===== src/rtl/bc_pkg.sv =====
`timescale 1ns/1ps
package bc_pkg;
  // Register bit positions; software decodes these.
  localparam int SDA_OVR_BIT = 8;
  localparam int SCL_OVR_BIT = 9;
  localparam int SDA_LVL_BIT = 10;
  localparam int SCL_LVL_BIT = 11;

  typedef struct packed {
    logic scl;
    logic sda;
  } line_pair_t;
endpackage


===== src/rtl/bc_phase_timer.sv =====
`timescale 1ns/1ps
module bc_phase_timer #(
  parameter int PHASE_CYCLES = 1000
) (
  input  logic clk,
  input  logic rst_n,
  input  logic run,
  output logic tick
);
  localparam int CNT_W = (PHASE_CYCLES > 1) ? $clog2(PHASE_CYCLES) : 1;
  localparam logic [CNT_W-1:0] LAST = CNT_W'(PHASE_CYCLES - 1);

  logic [CNT_W-1:0] count;

  assign tick = run && (count == LAST);

  always_ff @(posedge clk or negedge rst_n) begin
    if (!rst_n) begin
      count <= '0;
    end else if (!run || count == LAST) begin
      count <= '0;
    end else begin
      count <= count + 1'b1;
    end
  end

  p_count_range_r3: assert property (@(posedge clk) disable iff (!rst_n)
    count <= LAST);
  p_idle_zero_r3: assert property (@(posedge clk) disable iff (!rst_n)
    !run |=> count == '0);
endmodule


===== src/rtl/bc_line_sync.sv =====
`timescale 1ns/1ps
module bc_line_sync import bc_pkg::*; #(
  parameter int STAGES = 2
) (
  input  logic       clk,
  input  logic       rst_n,
  input  line_pair_t raw,
  output line_pair_t synced
);
  line_pair_t stage [STAGES];

  generate
    for (genvar s = 0; s < STAGES; s++) begin : g_stage
      always_ff @(posedge clk or negedge rst_n) begin
        if (!rst_n) begin
          stage[s] <= '{scl: 1'b1, sda: 1'b1};
        end else if (s == 0) begin
          stage[s] <= raw;
        end else begin
          stage[s] <= stage[(s == 0) ? 0 : s - 1];
        end
      end
    end
  endgenerate

  assign synced = stage[STAGES-1];
endmodule


===== src/rtl/bc_step_seq.sv =====
`timescale 1ns/1ps
module bc_step_seq import bc_pkg::*; #(
  parameter int PULSES = 9
) (
  input  logic       clk,
  input  logic       rst_n,
  input  logic       start,
  input  logic       tick,
  output logic       busy,
  output line_pair_t drive
);
  localparam int N_PHASES = 2 * PULSES + 2;
  localparam int IDX_W    = $clog2(N_PHASES);
  localparam logic [IDX_W-1:0] LAST      = IDX_W'(N_PHASES - 1);
  localparam logic [IDX_W-1:0] PULSE_END = IDX_W'(2 * PULSES);

  logic [IDX_W-1:0] idx;

  always_ff @(posedge clk or negedge rst_n) begin
    if (!rst_n) begin
      busy <= 1'b0;
      idx  <= '0;
    end else if (!busy) begin
      if (start) begin
        busy <= 1'b1;
        idx  <= '0;
      end
    end else if (tick) begin
      if (idx == LAST) begin
        busy <= 1'b0;
        idx  <= '0;
      end else begin
        idx <= idx + 1'b1;
      end
    end
  end

  // Pulse train: even phase released, odd phase pulled.
  // Then data pulled with clock pulled, then clock released with data held.
  always_comb begin
    drive = '0;
    if (busy) begin
      if (idx < PULSE_END) begin
        drive.scl = idx[0];
      end else if (idx == PULSE_END) begin
        drive.scl = 1'b1;
        drive.sda = 1'b1;
      end else begin
        drive.sda = 1'b1;
      end
    end
  end

  p_start_accept_r3: assert property (@(posedge clk) disable iff (!rst_n)
    !busy && start |=> busy && idx == '0);
  p_start_ignored_r6: assert property (@(posedge clk) disable iff (!rst_n)
    busy && start && !tick |=> busy && $stable(idx));
endmodule


===== src/rtl/bc_ctrl_reg.sv =====
`timescale 1ns/1ps
module bc_ctrl_reg import bc_pkg::*; #(
  parameter int REG_W = 16
) (
  input  logic             clk,
  input  logic             rst_n,
  input  logic             we,
  input  logic [REG_W-1:0] wdata,
  input  logic             lock,
  input  line_pair_t       level,
  output line_pair_t       manual,
  output logic [REG_W-1:0] rdata
);
  logic unused_wbits;
  assign unused_wbits = ^wdata;

  always_ff @(posedge clk or negedge rst_n) begin
    if (!rst_n) begin
      manual <= '0;
    end else if (we && !lock) begin
      manual.scl <= wdata[SCL_OVR_BIT];
      manual.sda <= wdata[SDA_OVR_BIT];
    end
  end

  always_comb begin
    rdata = '0;
    rdata[SDA_OVR_BIT] = manual.sda;
    rdata[SCL_OVR_BIT] = manual.scl;
    rdata[SDA_LVL_BIT] = level.sda;
    rdata[SCL_LVL_BIT] = level.scl;
  end

  p_write_locked_r7: assert property (@(posedge clk) disable iff (!rst_n)
    lock && we |=> $stable(manual));
endmodule


===== src/rtl/bus_clear_seq.sv =====
`timescale 1ns/1ps
module bus_clear_seq import bc_pkg::*; #(
  parameter int PHASE_CYCLES = 1000,
  parameter int PULSES       = 9,
  parameter int SYNC_STAGES  = 2,
  parameter int REG_W        = 16
) (
  input  logic             clk,
  input  logic             rst_n,
  input  logic             start,
  input  logic             ctrl_we,
  input  logic [REG_W-1:0] ctrl_wdata,
  output logic [REG_W-1:0] ctrl_rdata,
  input  logic             scl_in,
  input  logic             sda_in,
  output logic             scl_pull,
  output logic             sda_pull,
  output logic             busy
);
  line_pair_t raw_lvl, lvl, manual, seq_drive;
  logic       tick;

  assign raw_lvl = '{scl: scl_in, sda: sda_in};

  bc_line_sync #(.STAGES(SYNC_STAGES)) u_sync (
    .clk(clk), .rst_n(rst_n), .raw(raw_lvl), .synced(lvl)
  );

  bc_phase_timer #(.PHASE_CYCLES(PHASE_CYCLES)) u_timer (
    .clk(clk), .rst_n(rst_n), .run(busy), .tick(tick)
  );

  bc_step_seq #(.PULSES(PULSES)) u_seq (
    .clk(clk), .rst_n(rst_n), .start(start), .tick(tick),
    .busy(busy), .drive(seq_drive)
  );

  bc_ctrl_reg #(.REG_W(REG_W)) u_reg (
    .clk(clk), .rst_n(rst_n), .we(ctrl_we), .wdata(ctrl_wdata),
    .lock(busy), .level(lvl), .manual(manual), .rdata(ctrl_rdata)
  );

  assign scl_pull = busy ? seq_drive.scl : manual.scl;
  assign sda_pull = busy ? seq_drive.sda : manual.sda;

  // Stop condition: data held low, clock released, just before the end.
  p_stop_form_r5: assert property (@(posedge clk) disable iff (!rst_n)
    $fell(busy) |-> $past(sda_pull) && !$past(scl_pull));
endmodule


===== config.mk =====
export PLATFORM = sky130hd
export DESIGN_NAME = bus_clear_seq
export DESIGN_NICKNAME = d
export VERILOG_FILES = /design/src/rtl/bc_pkg.sv /design/src/rtl/bc_phase_timer.sv /design/src/rtl/bc_line_sync.sv /design/src/rtl/bc_step_seq.sv /design/src/rtl/bc_ctrl_reg.sv /design/src/rtl/bus_clear_seq.sv
export SDC_FILE = /design/constraint.sdc
export NUM_CORES = 1
export LEC_CHECK = 0
export BUFFER_PORTS_ARGS = -buffer_cell sky130_fd_sc_hd__buf_2
export CAP_MARGIN = 5
export CORE_MARGIN = 3
export CORE_UTILIZATION = 49
export CTS_BUF_LIST = sky130_fd_sc_hd__clkbuf_16
export CTS_CLUSTER_SIZE = 16
export DETAILED_ROUTE_END_ITERATION = 6
export PLACE_DENSITY = 0.83
export SLEW_MARGIN = 30
export SYNTH_ARGS = -nofsm -noshare
export SYNTH_HDL_FRONTEND = slang
export SYNTH_SLANG_ARGS = --single-unit
export TNS_END_PERCENT = 30

===== constraint.sdc =====
create_clock -name clk -period 2.42 [get_ports clk]
set_input_delay 0.484 -clock clk [delete_from_list [all_inputs] [get_ports clk]]
set_output_delay 0.484 -clock clk [all_outputs]
set_load 0.01 [all_outputs]

==> results of run 1 <==
-- Yosys cell counts (all sizes together) (2+ instances only) --
master and count:
nor3 2, or3 3, or4 2, a31oi 2, a21oi 3, buf 15
inv 4, dfrtp 18, nand2 12, dfstp 4, o311ai 4, ha 3
clkbuf 3, xor2 3, nand4 2, nor2 11, nor2b 2, and3 2
xnor2 4, nand3 13, o21ai 5
-- sequential cells by signal, summed over array words and instances, names as in the netlist --
signal	flops
u_sync.stage	2
u_reg.manual	2
u_sync.synced	2
u_seq.idx	5
u_timer.count	10
u_seq.busy	1
-- cell type report --
class / count / area [µm²] / area share
inverter: 5 / 18.8 / 0.0142
tap: 28 / 35.0 / 0.0264
timing repair buffer: 15 / 77.6 / 0.0585
sequential: 22 / 556 / 0.419
multi-input combinational: 92 / 533 / 0.402
clock buffer: 3 / 75.1 / 0.0567
clock inverter: 1 / 30.0 / 0.0227
-- worst reg2reg max path, stage by stage (launching register included) --
cell and delay (ps):
dfrtp_1 390, ha_1 250, nand4b_2 170, or3_1 530, or4_1 500, o311ai_0 110
-- routing by layer --
layer	GRT usage	vias up	routed length, µm
met3	0.0397	4	144
met2	0.264	39	1100
met5	0	-	0
met4	0.0660	0	36
li1	-	435	-
met1	0.179	447	892
-- power breakdown --
group | switching, mW | internal (mW)
logic | 0.122 | 0.114
registers | 0.0983 | 0.447
clock network | 0.132 | 0.329
-- path summary, 6_finish.rpt --
path                             startpoint          endpoint  cells past startpoint
setup / recovery           u_timer.count[0]      u_seq.idx[0]                      5
hold / removal                        rst_n  u_timer.count[7]                      1
setup reg to reg           u_timer.count[0]      u_seq.idx[0]                      5
hold reg to reg             u_sync.stage[2]  u_sync.synced[0]                      0
max in group asynchronous             rst_n   u_sync.stage[2]                      1
min in group clk                     scl_in   u_sync.stage[3]                      1
-- logic make-up after synthesis --
logic type	Yosys count	share of synthesized area
xor gates and xnor gates	7	0.0514
and+or+nand+nor	52	0.220
AOI/OAI and AO/OA	17	0.0964
DFF	22	0.465
muxes	1	0.00943
buffers and inverters	23	0.123
other	1	0.00314
adders and majority gates	3	0.0314
-- cell usage in the layout (no fill, tap or decap), types with 4 or more instances in the layout --
| cell type | count |
|---|---|
| dfrtp_1 | 18 |
| dfstp_2 | 4 |
| o311ai_0 | 4 |
| nand2_1 | 12 |
| buf_2 | 14 |
| nand3_1 | 13 |
| nor2_1 | 11 |
| xnor2_1 | 4 |
| conb_1 | 12 |
| o21ai_0 | 5 |
| inv_1 | 4 |
==> results.toml, run 1 <==
[power]
ir_drop_uv = 892
leakagePower_nw = 0.595
power_mw = 1.24
power_density_mw_per_mm2 = 937

[cts]
htreeDepth = 1
cts.sinks = 22
clkSlewWorstSetupHoldPaths_ps = 60
cts_tree = "built"
cts_buffers = 3
cts_setup_buffers = 0
cts_buffer_depth = 2
cts_hold_buffers = 0
clockRootBuffer = "clkbuf_16"
cts_resized = 0
clock_latency_ps = 260

[layout]
final_cells = 166
stdcell_area_mm2 = 0.00133
area_growth_pct = 11.0
nNetsFinal = 164
finish.utilization = 0.588
drive_gt1_frac = 0.203
fill_cells = 184
num_antenna_cells = 0

[timing]
tns_ps = 0
finalCritPeriodShare = 0.857
holdWs_ps = 178
skew_ps = 5.45
achievable-frequency_mhz = 482
finalCriticalPeriod_ps = 2070
rsz0062_at_grt = "false"
timing.final.ws_setup_ps = 346
slew_violations = 0
timing.final.hold_violations = 0
setup_viol = 0

[logic_synthesis]
syn_area_mm2 = 0.00119
synth_edf_count = 0
synth_top_area_share = 0.377
synth_ff_type = "dfrtp_1"
synthArstFlopShare = 1.00
synth_cell_types = 31
ys_seq_elements = 22
ys_seq_area_frac = 0.465
synth_top_area_cell = "dfrtp_1"
synth_top_cells_by_area = "dfrtp_1, buf_4, dfstp_2"
ys_warn_count = 0
postSynthAreaPerCell_um2 = 9.47
synthCells = 126

[worst_setup_path]
crit_type = "reg2reg"
cpPeakStageDelay_ps = 530
cp_num_buf_inv = 0
r2r_slack_ps = 350
worstPathMaxFanout = 10
required_ps = 2550
cp_top_family = "simple AND/OR/NAND/NOR gates"
cp.arrival_ps = 2200
startpoint_type = "flip-flop"
crit_chain = "ha_1 > nand4b_2 > or3_1 > or4_1 > o311ai_0"
cpMaxStageDelayCell = "or3_1"
end_kind = "flip-flop"

[die]
start_util = 0.529
core_mm2 = 0.00225
dieWidth_um = 55.4
core.rowCount = 17
die_area_mm2 = 0.00306
dieHeight_um = 55.4
io_pins = 41

[placed_design]
io_buffers = 14
placed_cell_area_mm2 = 0.00122
placed_cells = 162
dp_hpwl_um = 1520
pre_cts_slack_ps = 387
gp_congestion = 0.788

[detailed_routing]
avgViaCountPerCell = 5.57
detail_route.wl_per_cell_um = 13.1
vias = 925
drc_errors = 0
drtIter0Drc = 26
wirelength_um = 2180
drtAntennaViolNets = 0
dr.pass1.iters = 4

[hold_path]
min_path_type = "in2async"

[global_route]
grt_pass1_vias = 861
grt_usage = 0.153
grt_start_max_net_pins = 23
antenna_found_initial = 0
overflow = 0
grt_pass1_wl_um = 3770

[flow_run]
max_cap_violations = 0

[outcome]
outcome = "complete, no violations"
Power figures use the tool's default switching activity.
==> inputs of run 2 (changes only) <==
--- a/config.mk
+++ b/config.mk
@@ -5,14 +5,13 @@
 export SDC_FILE = /design/constraint.sdc
 export NUM_CORES = 1
 export LEC_CHECK = 0
-export BUFFER_PORTS_ARGS = -buffer_cell sky130_fd_sc_hd__buf_2
 export CAP_MARGIN = 5
 export CORE_MARGIN = 3
 export CORE_UTILIZATION = 49
 export CTS_BUF_LIST = sky130_fd_sc_hd__clkbuf_16
 export CTS_CLUSTER_SIZE = 16
 export DETAILED_ROUTE_END_ITERATION = 6
-export PLACE_DENSITY = 0.83
+export DONT_BUFFER_PORTS = 1
 export SLEW_MARGIN = 30
 export SYNTH_ARGS = -nofsm -noshare
 export SYNTH_HDL_FRONTEND = slang
==> run 2 against run 1 <==
Net effect: fmax increased by 1.1%; critical path type unchanged; flip-flop and latch count did not move; worst setup slack improved by 24 ps; power down 11%; largest cell class unchanged; final cell count fell by 7.8%.
==> results.toml, run 2 (synthesis gave the netlist of run 1 again) <==
[die]
start_util = 0.529
dieHeight_um = 55.4
io_pins = 41
die_area_mm2 = 0.00306
core_mm2 = 0.00225
dieWidth_um = 55.4
core.rowCount = 17

[timing]
achievable-frequency_mhz = 488
slew_headroom = 0.450
timing.final.ws_setup_ps = 369
skew_ps = 5.24
finalCriticalPeriod_ps = 2050
rsz0062_at_grt = "false"
timing.final.hold_violations = 0
slew_violations = 0
finalCritPeriodShare = 0.847
tns_ps = 0
holdWs_ps = 77.0
setup_viol = 0
worst_slew_pin_slew_ps = 823

[layout]
largest_reg_flops = 10
final_cell_mix = "dfrtp_1, nand3_1, nand2_1, conb_1, nor2_1"
final_cells = 153
area_growth_pct = 3.77
nNetsFinal = 151
layout_commonest_cell = "dfrtp_1"
largestRegisters = "u_timer.count: 10 flops, u_seq.idx: 5 flops"
drive_gt1_frac = 0.104
regMostFlops = "u_timer.count"
num_antenna_cells = 0

[cts]
cts_buffers = 3
clockRootBuffer = "clkbuf_16"
clkSlewWorstSetupHoldPaths_ps = 60
cts_setup_buffers = 0
htreeDepth = 1
clock_latency_ps = 250
cts_hold_buffers = 1
cts_resized = 0
cts_tree = "built"
cts_buffer_depth = 2
cts.sinks = 22

[worst_setup_path]
crit_type = "reg2reg"
cp_num_buf_inv = 0
end_kind = "flip-flop"
r2r_slack_ps = 370
cpPeakStageDelay_ps = 520
worstPathMaxFanout = 10
rr_startpoint = "u_timer.count[0]"
startpoint_type = "flip-flop"
startpoint = "u_timer.count[0]"
cp_top_family = "simple AND/OR/NAND/NOR gates"
r2r-end = "u_seq.idx[0]"
required_ps = 2550
cp.arrival_ps = 2180
cpMaxStageDelayCell = "or3_1"
r2r_cells = 5
crit_chain = "ha_1 > nand4b_2 > or3_1 > or4_1 > o311ai_0"

[power]
leakagePower_nw = 0.537
power_frac_comb = 0.195
swShare = 0.300
p_seq_frac = 0.497
p_int_mw = 0.772
clock_power_share = 0.308
ir_drop_uv = 869
power_density_mw_per_mm2 = 890
p_switching_mw = 0.331

[placed_design]
pre_cts_slack_ps = 385
placed_cells = 148
gp_congestion = 0.749
io_buffers = 0
dp_hpwl_um = 1430

[global_route]
grt_pass1_vias = 827
grt_start_max_net_pins = 19
overflow = 0
grt_usage = 0.155
grt_pass1_wl_um = 3850
antenna_found_initial = 0

[detailed_routing]
detail_route.wl_per_cell_um = 13.6
avgViaCountPerCell = 5.57
vias = 852
wirelength_um = 2080
dr.pass1.iters = 4
drc_errors = 0
drtIter0Drc = 31
drtAntennaViolNets = 0

[hold_path]
min_path_type = "in2async"

[outcome]
outcome = "complete, no violations"

[flow_run]
max_cap_violations = 0
-- run 2: changes by cell type in the layout (fill, tap and decap cells not counted), sizes merged --
cell,change
buf,-14
bufinv,-1
dlygate4sd3,+1
inv,+1
-- run 2: metrics by stage --
| stage | utilization | total power, mW | area [µm²] |
|---|---|---|---|
| finish | 0.549 | 1.10 | 1240 |
| global route | 0.549 | 1.19 | 1240 |
| CTS | 0.549 | 1.12 | 1240 |
| detailed placement | 0.510 | 0.757 | 1150 |
| global placement | 0.510 | 0.750 | 1150 |
| floorplan | - | 0.729 | 1230 |
-- run 2: final cells by class --
class                      instances  area, µm²
fill                             210       1020
sequential                        22        556
multi-input combinational         92        533
clock buffer                       3       75.1
tap                               28       35.0
inverter                           5       18.8
timing repair buffer               2       17.5
clock inverter                     1       3.75
-- run 2: worst max path at each step --
stage                    to  slack (ps)  cells past startpoint
2_1_floorplan  u_seq.idx[0]         550                      6
3_3_place_gp   u_seq.idx[0]         420                      5
3_5_place_dp   u_seq.idx[0]         380                      5
4_1_cts        u_seq.idx[0]         370                      5
5_1_grt        u_seq.idx[0]         230                      5
6_report       u_seq.idx[0]         370                      5
-- run 2: worst register-to-register path: cells and delay by family, from the launching register on --
kind | cells | cell delay (ps)
DFF | 1 | 390
AOI/OAI and AO/OA | 1 | 100
adders and majority gates | 1 | 260
and+or+nand+nor | 3 | 1180
-- run 2: routing by layer --
layer	GRT usage	share of wire
met2	0.258	0.48
met4	0.0208	0
met1	0.197	0.47
met3	0.0561	0.051
met5	0	0
-- run 2: power groups by stage --
stage	clock (mW)	combinational, mW	sequential, mW
finish	0.340	0.214	0.549
global route	0.371	0.254	0.564
CTS	0.352	0.217	0.547
detailed placement	0	0.206	0.551
global placement	0	0.202	0.548
floorplan	0	0.206	0.524
